[config.mk]
export PLATFORM = sky130hd
export DESIGN_NAME = vsync_divider
export DESIGN_NICKNAME = d
export VERILOG_FILES = /design/src/rtl/vdiv_pkg.sv /design/src/rtl/vdiv_linecnt.sv /design/src/rtl/vdiv_window.sv /design/src/rtl/vdiv_mode.sv /design/src/rtl/vsync_divider.sv
export SDC_FILE = /design/constraint.sdc
export NUM_CORES = 1
export LEC_CHECK = 0
export ABC_AREA = 1
export BUFFER_PORTS_ARGS = -buffer_cell sky130_fd_sc_hd__buf_2
export CORE_MARGIN = 4
export CORE_UTILIZATION = 55
export DETAILED_ROUTE_END_ITERATION = 7
export HOLD_SLACK_MARGIN = 0.12
export PLACE_DENSITY_LB_ADDON = 0.05
export SETUP_SLACK_MARGIN = 0.4
export SYNTH_ARGS = -nofsm -noshare
export SYNTH_HDL_FRONTEND = slang
export SYNTH_SLANG_ARGS = --single-unit
[constraint.sdc]
create_clock -name clk -period 6.9 [get_ports clk]
set_input_delay 1.035 -clock clk [delete_from_list [all_inputs] [get_ports clk]]
set_output_delay 1.035 -clock clk [all_outputs]
set_load 0.005 [all_outputs]
[src/rtl/vdiv_pkg.sv]
package vdiv_pkg;
  typedef enum logic [1:0] {
    VM_SEARCH = 2'd0,
    VM_NARROW = 2'd1,
    VM_NORM   = 2'd2
  } vmode_e;

  typedef enum logic [1:0] {
    FF_AUTO60  = 2'd0,
    FF_FORCE60 = 2'd1,
    FF_HOLD    = 2'd2,
    FF_AUTO50  = 2'd3
  } ffreq_e;
endpackage

[src/rtl/vdiv_linecnt.sv]
module vdiv_linecnt #(
  parameter int CW        = 10,
  parameter int CNT_MAX   = 723,
  parameter int PULSE_LEN = 8
) (
  input  logic          clk,
  input  logic          rst_n,
  input  logic          tick,
  input  logic          restart,
  output logic [CW-1:0] cnt,
  output logic          vpulse
);
  localparam int PW = $clog2(PULSE_LEN + 1);
  localparam logic [CW-1:0] CMAX = CW'(CNT_MAX);

  logic [PW-1:0] pcnt;

  always_ff @(posedge clk) begin
    if (!rst_n) begin
      cnt  <= '0;
      pcnt <= '0;
    end else begin
      if (restart)
        cnt <= '0;
      else if (tick && cnt != CMAX)
        cnt <= cnt + 1'b1;

      if (restart)
        pcnt <= PW'(PULSE_LEN);
      else if (tick && pcnt != '0)
        pcnt <= pcnt - 1'b1;
    end
  end

  assign vpulse = (pcnt != '0);


  cnt_bound_chk: assert property (@(posedge clk) disable iff (!rst_n)
    cnt <= CMAX);


  pulse_after_restart_chk: assert property (@(posedge clk) disable iff (!rst_n)
    $rose(vpulse) |-> $past(restart));


  restart_clears_chk: assert property (@(posedge clk) disable iff (!rst_n)
    restart |=> (cnt == '0) && vpulse);


  hold_without_tick_chk: assert property (@(posedge clk) disable iff (!rst_n)
    (!tick && !restart) |=> $stable(cnt));
endmodule

[src/rtl/vdiv_window.sv]
module vdiv_window
  import vdiv_pkg::*;
#(
  parameter int CW      = 10,
  parameter int SRCH_LO = 488,
  parameter int SRCH_HI = 722,
  parameter int HL50    = 625,
  parameter int HL60    = 525,
  parameter int NWIN    = 3
) (
  input  logic [CW-1:0] cnt,
  input  logic          std50,
  input  vmode_e        mode,
  output logic          in_search,
  output logic          near50,
  output logic          near60,
  output logic          in_narrow,
  output logic          on_norm,
  output logic          pre_norm,
  output logic          limit_hit
);
  localparam logic [CW-1:0] S_LO   = CW'(SRCH_LO);
  localparam logic [CW-1:0] S_HI   = CW'(SRCH_HI);
  localparam logic [CW-1:0] S_LIM  = CW'(SRCH_HI + 1);
  localparam logic [CW-1:0] N50_LO = CW'(HL50 - NWIN);
  localparam logic [CW-1:0] N50_HI = CW'(HL50 + NWIN);
  localparam logic [CW-1:0] N60_LO = CW'(HL60 - NWIN);
  localparam logic [CW-1:0] N60_HI = CW'(HL60 + NWIN);
  localparam logic [CW-1:0] W      = CW'(NWIN);

  logic [CW-1:0] expct;
  logic [CW-1:0] limit;

  assign expct     = std50 ? CW'(HL50) : CW'(HL60);
  assign in_search = (cnt >= S_LO) && (cnt <= S_HI);
  assign near50    = (cnt >= N50_LO) && (cnt <= N50_HI);
  assign near60    = (cnt >= N60_LO) && (cnt <= N60_HI);
  assign in_narrow = (cnt >= expct - W) && (cnt <= expct + W);
  assign on_norm   = (cnt == expct);
  assign pre_norm  = (cnt >= expct - W) && (cnt < expct);

  always_comb begin
    case (mode)
      VM_NARROW: limit = expct + W + 1'b1;
      VM_NORM:   limit = expct;
      default:   limit = S_LIM;
    endcase
  end

  assign limit_hit = (cnt >= limit);
endmodule

[src/rtl/vdiv_mode.sv]
module vdiv_mode
  import vdiv_pkg::*;
#(
  parameter int SEARCH_HITS = 16,
  parameter int NORM_HITS   = 15,
  parameter int NARROW_MISS = 6,
  parameter int NORM_MISS   = 3
) (
  input  logic       clk,
  input  logic       rst_n,
  input  logic       vsync,
  input  logic       hlock,
  input  logic       force_search,
  input  logic [1:0] ffreq,
  input  logic       in_search,
  input  logic       near50,
  input  logic       near60,
  input  logic       in_narrow,
  input  logic       on_norm,
  input  logic       pre_norm,
  input  logic       limit_hit,
  output vmode_e     mode,
  output logic       std50,
  output logic       restart
);
  localparam int HW     = $clog2(SEARCH_HITS + 1);
  localparam int NW     = $clog2(NORM_HITS + 1);
  localparam int MMAX   = (NARROW_MISS > NORM_MISS) ? NARROW_MISS : NORM_MISS;
  localparam int MW     = $clog2(MMAX + 1);

  logic [HW-1:0] hits;
  logic [NW-1:0] nhits;
  logic [MW-1:0] miss;
  logic          seen;
  logic          from_norm;
  logic          relock;
  logic          acc_sync;
  logic [MW-1:0] mlast;
  ffreq_e        fsel;

  assign fsel   = ffreq_e'(ffreq);
  assign relock = force_search || !hlock;
  assign mlast  = from_norm ? MW'(NORM_MISS - 1) : MW'(NARROW_MISS - 1);

  always_comb begin
    case (mode)
      VM_SEARCH: acc_sync = vsync && in_search;
      VM_NARROW: acc_sync = vsync && in_narrow;
      default:   acc_sync = 1'b0;
    endcase
  end

  assign restart = acc_sync || limit_hit;

  always_ff @(posedge clk) begin
    if (!rst_n) begin
      std50 <= 1'b0;
    end else if (fsel == FF_FORCE60) begin
      std50 <= 1'b0;
    end else if (fsel != FF_HOLD) begin
      if (!hlock)
        std50 <= (fsel == FF_AUTO50);
      else if (acc_sync && near50)
        std50 <= 1'b1;
      else if (acc_sync && near60)
        std50 <= 1'b0;
    end
  end

  always_ff @(posedge clk) begin
    if (!rst_n || relock) begin
      mode      <= VM_SEARCH;
      hits      <= '0;
      nhits     <= '0;
      miss      <= '0;
      seen      <= 1'b0;
      from_norm <= 1'b0;
    end else begin
      case (mode)
        VM_SEARCH: begin
          if (acc_sync) begin
            if (near50 || near60) begin
              if (hits == HW'(SEARCH_HITS - 1)) begin
                mode <= VM_NARROW;
                hits <= '0;
              end else begin
                hits <= hits + 1'b1;
              end
            end else begin
              hits <= '0;
            end
          end else if (limit_hit) begin
            hits <= '0;
          end
        end
        VM_NARROW: begin
          if (acc_sync) begin
            miss <= '0;
            if (on_norm) begin
              if (nhits == NW'(NORM_HITS - 1)) begin
                mode      <= VM_NORM;
                nhits     <= '0;
                from_norm <= 1'b0;
              end else begin
                nhits <= nhits + 1'b1;
              end
            end else begin
              nhits <= '0;
            end
          end else if (limit_hit) begin
            nhits <= '0;
            if (miss == mlast) begin
              mode      <= VM_SEARCH;
              miss      <= '0;
              from_norm <= 1'b0;
            end else begin
              miss <= miss + 1'b1;
            end
          end
        end
        default: begin
          if (limit_hit) begin
            seen <= 1'b0;
            if (seen || vsync) begin
              miss <= '0;
            end else if (miss == MW'(NORM_MISS - 1)) begin
              mode      <= VM_NARROW;
              miss      <= '0;
              from_norm <= 1'b1;
            end else begin
              miss <= miss + 1'b1;
            end
          end else if (vsync && pre_norm) begin
            seen <= 1'b1;
          end
        end
      endcase
    end
  end


  search_on_unlock_chk: assert property (@(posedge clk) disable iff (!rst_n)
    (!hlock || force_search) |=> mode == VM_SEARCH);


  force60_chk: assert property (@(posedge clk) disable iff (!rst_n)
    (ffreq == 2'd1) |=> !std50);


  hold_std_chk: assert property (@(posedge clk) disable iff (!rst_n)
    (ffreq == 2'd2) |=> $stable(std50));


  no_skip_to_norm_chk: assert property (@(posedge clk) disable iff (!rst_n)
    (mode == VM_NORM) |-> $past(mode) != VM_SEARCH);


  norm_no_sync_restart_chk: assert property (@(posedge clk) disable iff (!rst_n)
    (mode == VM_NORM && restart) |-> limit_hit);


  legal_mode_chk: assert property (@(posedge clk) disable iff (!rst_n)
    mode != 2'd3);
endmodule

[src/rtl/vsync_divider.sv]
module vsync_divider
  import vdiv_pkg::*;
#(
  parameter int SRCH_LO     = 488,
  parameter int SRCH_HI     = 722,
  parameter int HL50        = 625,
  parameter int HL60        = 525,
  parameter int NWIN        = 3,
  parameter int PULSE_LEN   = 8,
  parameter int SEARCH_HITS = 16,
  parameter int NORM_HITS   = 15,
  parameter int NARROW_MISS = 6,
  parameter int NORM_MISS   = 3
) (
  input  logic       clk,
  input  logic       rst_n,
  input  logic       line_tick,
  input  logic       vsync,
  input  logic       hlock,
  input  logic       force_search,
  input  logic [1:0] ffreq,
  output logic       vpulse,
  output logic [1:0] mode,
  output logic       std50
);
  localparam int CNT_MAX = SRCH_HI + 1;
  localparam int CW      = $clog2(CNT_MAX + 1);

  logic [CW-1:0] cnt;
  logic          restart;
  logic          in_search, near50, near60, in_narrow, on_norm, pre_norm, limit_hit;
  vmode_e        mode_q;

  vdiv_linecnt #(
    .CW(CW), .CNT_MAX(CNT_MAX), .PULSE_LEN(PULSE_LEN)
  ) u_cnt (
    .clk(clk), .rst_n(rst_n), .tick(line_tick), .restart(restart),
    .cnt(cnt), .vpulse(vpulse)
  );

  vdiv_window #(
    .CW(CW), .SRCH_LO(SRCH_LO), .SRCH_HI(SRCH_HI),
    .HL50(HL50), .HL60(HL60), .NWIN(NWIN)
  ) u_win (
    .cnt(cnt), .std50(std50), .mode(mode_q),
    .in_search(in_search), .near50(near50), .near60(near60),
    .in_narrow(in_narrow), .on_norm(on_norm), .pre_norm(pre_norm),
    .limit_hit(limit_hit)
  );

  vdiv_mode #(
    .SEARCH_HITS(SEARCH_HITS), .NORM_HITS(NORM_HITS),
    .NARROW_MISS(NARROW_MISS), .NORM_MISS(NORM_MISS)
  ) u_mode (
    .clk(clk), .rst_n(rst_n), .vsync(vsync), .hlock(hlock),
    .force_search(force_search), .ffreq(ffreq),
    .in_search(in_search), .near50(near50), .near60(near60),
    .in_narrow(in_narrow), .on_norm(on_norm), .pre_norm(pre_norm),
    .limit_hit(limit_hit),
    .mode(mode_q), .std50(std50), .restart(restart)
  );

  assign mode = mode_q;
endmodule

==> impl_summary.md <==
Run status
The run finished with clean final reports.

Floorplan
The effective utilization at floorplan is 0.587. In this run the core area contains 23 standard-cell rows. In this run the standard cell core region covers between 4000 and 5000 um2. The width of the die is between 70 and 80 um. The die is between 70 and 80 um tall. The area of the die is between 5000 and 6000 um2. The number of top-level pins is 12.

Global route
The met1 track demand over resource in global routing is 0.313. Across every metal layer, demand over resource in global routing totals 0.223. Entering global routing, the biggest net connects 14 pins. The first global-routing pass estimated ~9500 um of wire. Summed over all layers, the global routing overflow is 0. The busiest layer in global routing is met2. The met2 demand-to-capacity share in global routing is 0.347. The number of antenna violations at the first check in global routing is 0. The number of global-route vias before repair is 2,117. For met3 alone, demand over resource in global routing was 0.0446.

Critical path
Grouping stages by cell kind, the critical path spends the most delay in simple AND/OR/NAND/NOR gates. By instance count, the cell type seen most on the critical path is nand2_1. The critical path class is reg -> reg. Along the worst path, the maximum fanout reaches 11.

For this design, the slowest cell found on the critical path is ha_1. The delay contributed by the slowest stage of the critical path is roughly 0.4 ns. The worst endpoint data arrival time is between 2 and 3 ns. Counting both buffers and inverters, the worst setup path holds a total of 2. The critical path goes through inv_1 -> ha_1 -> nand2_1 -> nand2_1 -> nand2_1 -> ha_1 -> nand2_1 -> o21ai_0 -> nand2_1 -> nand3_1 -> inv_2 -> nand2_2 -> nand2_1 -> o21ai_1 -> a21oi_1. STA classifies the critical path startpoint as a flip-flop.

The critical path endpoint category is a flip-flop. The required time at the endpoint of the critical path is roughly 7.1 ns.

Layout
The number of nets in the finished design is 403. The commonest non-fill, non-tap cell in the layout is nand2_1. The area growth from synthesis to layout is 8.03%. The antenna diode count is 0. In the layout the commonest cells are nand2_1, inv_1, nor2_1. The share of final-layout standard cells stronger than drive strength 1 is 0.125.

Synth
The fraction of registers with async set/reset is 0. The share of the synthesized netlist area taken by xor and xnor gates is 0.0326. The synthesized design contains 0 enable-type register cells.

The Yosys step of the flow raised 0 warnings. After synthesis, the largest family of logic cells by area is simple AND/OR/NAND/NOR gates. The multiplexer share of the synthesized area is 0. The sequential fraction of the synthesis area is 0.257. Of the total synthesized cell area, the portion taken by full adders, half adders and majority gates is 0.140.

The area share of and/or/nand/nor cells after synthesis is 0.351. The average instance in the mapped netlist occupies slightly below 7 um2. The cell count after synthesis came out at about 360. The summed instance area of the synthesized netlist is 2420 um2. After synthesis the netlist holds a flip-flop and latch count of 31. The net count after synthesis is about 400. The complex-gate fraction of the synthesized area is 0.140. The most used flip-flop cell after synthesis is dfxtp_1. Counting distinct cell types in the post-synthesis netlist gives 38.

STA
In the final timing run, aggregate negative setup slack is 0 ns. Setup repair after global routing left no endpoint under its margin. The final-report max-slew violation count was 0. Setup violations remaining at the end of the flow were counted as 0.

The final-report hold violation count is 0. Of the available clock period, the critical path in the final layout requires 0.403. The actual transition at the worst max-transition pin is approximately 0.91 ns. The fmax is roughly 360 MHz. The smallest clock period supported by the final layout is computed as roughly 2.8 ns. On the final layout, the worst clock skew is 0.00464 ns. The worst slew margin relative to its limit is 0.390.

Routing
In the final routed layout, each cell accounts on average for approximately 13 um. The detailed-route via count is 2,295. The first routing iteration left ~160 violations. The post-detailed-route count of antenna-violating nets is 0. Using the TritonRoute via totals, the vias-per-cell ratio works out to ~5.5. The overall routed net length is between 5000 and 6000 um. In the routed design, unresolved DRC markers number 0.

Before antenna repair, the detailed router went through 4 iterations.

Power and ir drop
The power per cell area is ~170 nW/um2. IR analysis of the VDD net gives a maximum drop of around 0.23 mV. The overall power after layout is 0.000431 W. The static leakage is around 1.2 nW.

Clocking
The root buffer selected by CTS is clkbuf_8. Clock-pin slew was measured on the worst setup and hold paths at about 0.070 ns. The latest clock arrival within the worst-skew pair is about 0.28 ns. The number of post-CTS setup repair buffers is 0.

The TritonCTS clock tree is yes. The tree built by TritonCTS fans out to 31 sinks. In this run the deepest clock path goes through 2 buffers. The number of clock buffers added by TritonCTS is 5. Gates resized during post-CTS repair numbered 0.

The cts-stage hold buffer count is 0. The deepest level of the CTS H-tree is 2.

Place
The number of buffers inserted by port buffering is 11. Detailed placement finished with a half-perimeter wire length of 4170 um. The global placement routability congestion is around 0.87.

Run
Across the run, the number of max-cap violations was 0.

Worst hold path
The worst hold path belongs to the class reg -> reg.
metal layers:
metal  wire length [um]  up-vias  share of wire
met5                  0        -              0
met4                 61        0          0.011
met3                306        6          0.056
met2               2380       49           0.44
met1               2670     1037           0.49
li1                   -     1203              -
tightest hold or removal path: cells and delay by family (launching register included):
kind,cells,cell delay [ns]
flops,1,0.31
simple gates,1,0.06
compound gates,1,0.05
cell usage after synthesis, types with 4 or more instances:
master	n	share of area
dfxtp_1	31	0.26
nor3_1	5	0.010
inv_2	4	0.0062
nand4_1	5	0.013
o22ai_1	4	0.010
a21oi_1	31	0.064
nand2_2	11	0.028
ha_1	27	0.14
o21ai_0	12	0.025
nand2_1	71	0.11
inv_1	39	0.061
xor2_1	9	0.033
nand3_1	30	0.062
nor2_1	38	0.059
o21ai_1	4	0.0083
kinds of logic after synthesis:
family | after synthesis
and+or+nand+nor | 178
buffers and inverters | 49
AOI/OAI and AO/OA | 61
DFF | 31
xor gates and xnor gates | 9
adders and majority gates | 27
report_power, final:
part	switching, W	leakage (nW)	internal, W
Clock	0.0000691	0.0505	0.0000906
Sequential	0.00000770	0.251	0.000190
Combinational	0.0000438	0.853	0.0000299
layout make-up:
class | count | area (um2)
inverters | 44 | 165
repair buffers | 11 | 55.1
multi-input cells | 275 | 1600
flip-flops and latches | 31 | 621
clock inverters | 1 | 7.51
well taps | 50 | 62.6
clock buffers | 7 | 96.3
fillers | 389 | 1510
per-stage QoR:
step	instances	hold WS (ns)	util	setup WS (ns)	cell area, um2
final	419	0.468	0.634	4.12	2610
after global routing	419	0.495	0.634	3.80	2610
after CTS	419	0.471	0.634	4.11	2610
after detailed placement	411	0.459	0.609	4.14	2510
after global placement	411	0.444	0.609	4.24	2510
after floorplan	355	0.435	-	4.46	2420
state kept, by name, summed over array words and instances (netlist names):
signal	cells
u_mode.miss	3
u_cnt.cnt	10
u_mode.hits	5
u_mode.from_norm	1
u_mode.nhits	4
u_cnt.pcnt	4
u_mode.seen	1
u_mode.std50	1
u_mode.mode	2
final timing paths:
| path | to | start | cells past startpoint | slack [ns] |
|---|---|---|---|---|
| max | u_mode.miss[0]$_SDFFE_PP0P_ | u_mode.mode[1]$_SDFFE_PP0P_ | 15 | 4.12 |
| max reg2reg | u_mode.miss[0]$_SDFFE_PP0P_ | u_mode.mode[1]$_SDFFE_PP0P_ | 15 | 4.12 |
| min | u_cnt.pcnt[2]$_SDFFE_PP0P_ | u_cnt.pcnt[2]$_SDFFE_PP0P_ | 2 | 0.47 |
| min reg2reg | u_cnt.pcnt[2]$_SDFFE_PP0P_ | u_cnt.pcnt[2]$_SDFFE_PP0P_ | 2 | 0.47 |
No activity file was read; power rests on OpenSTA's default activity.
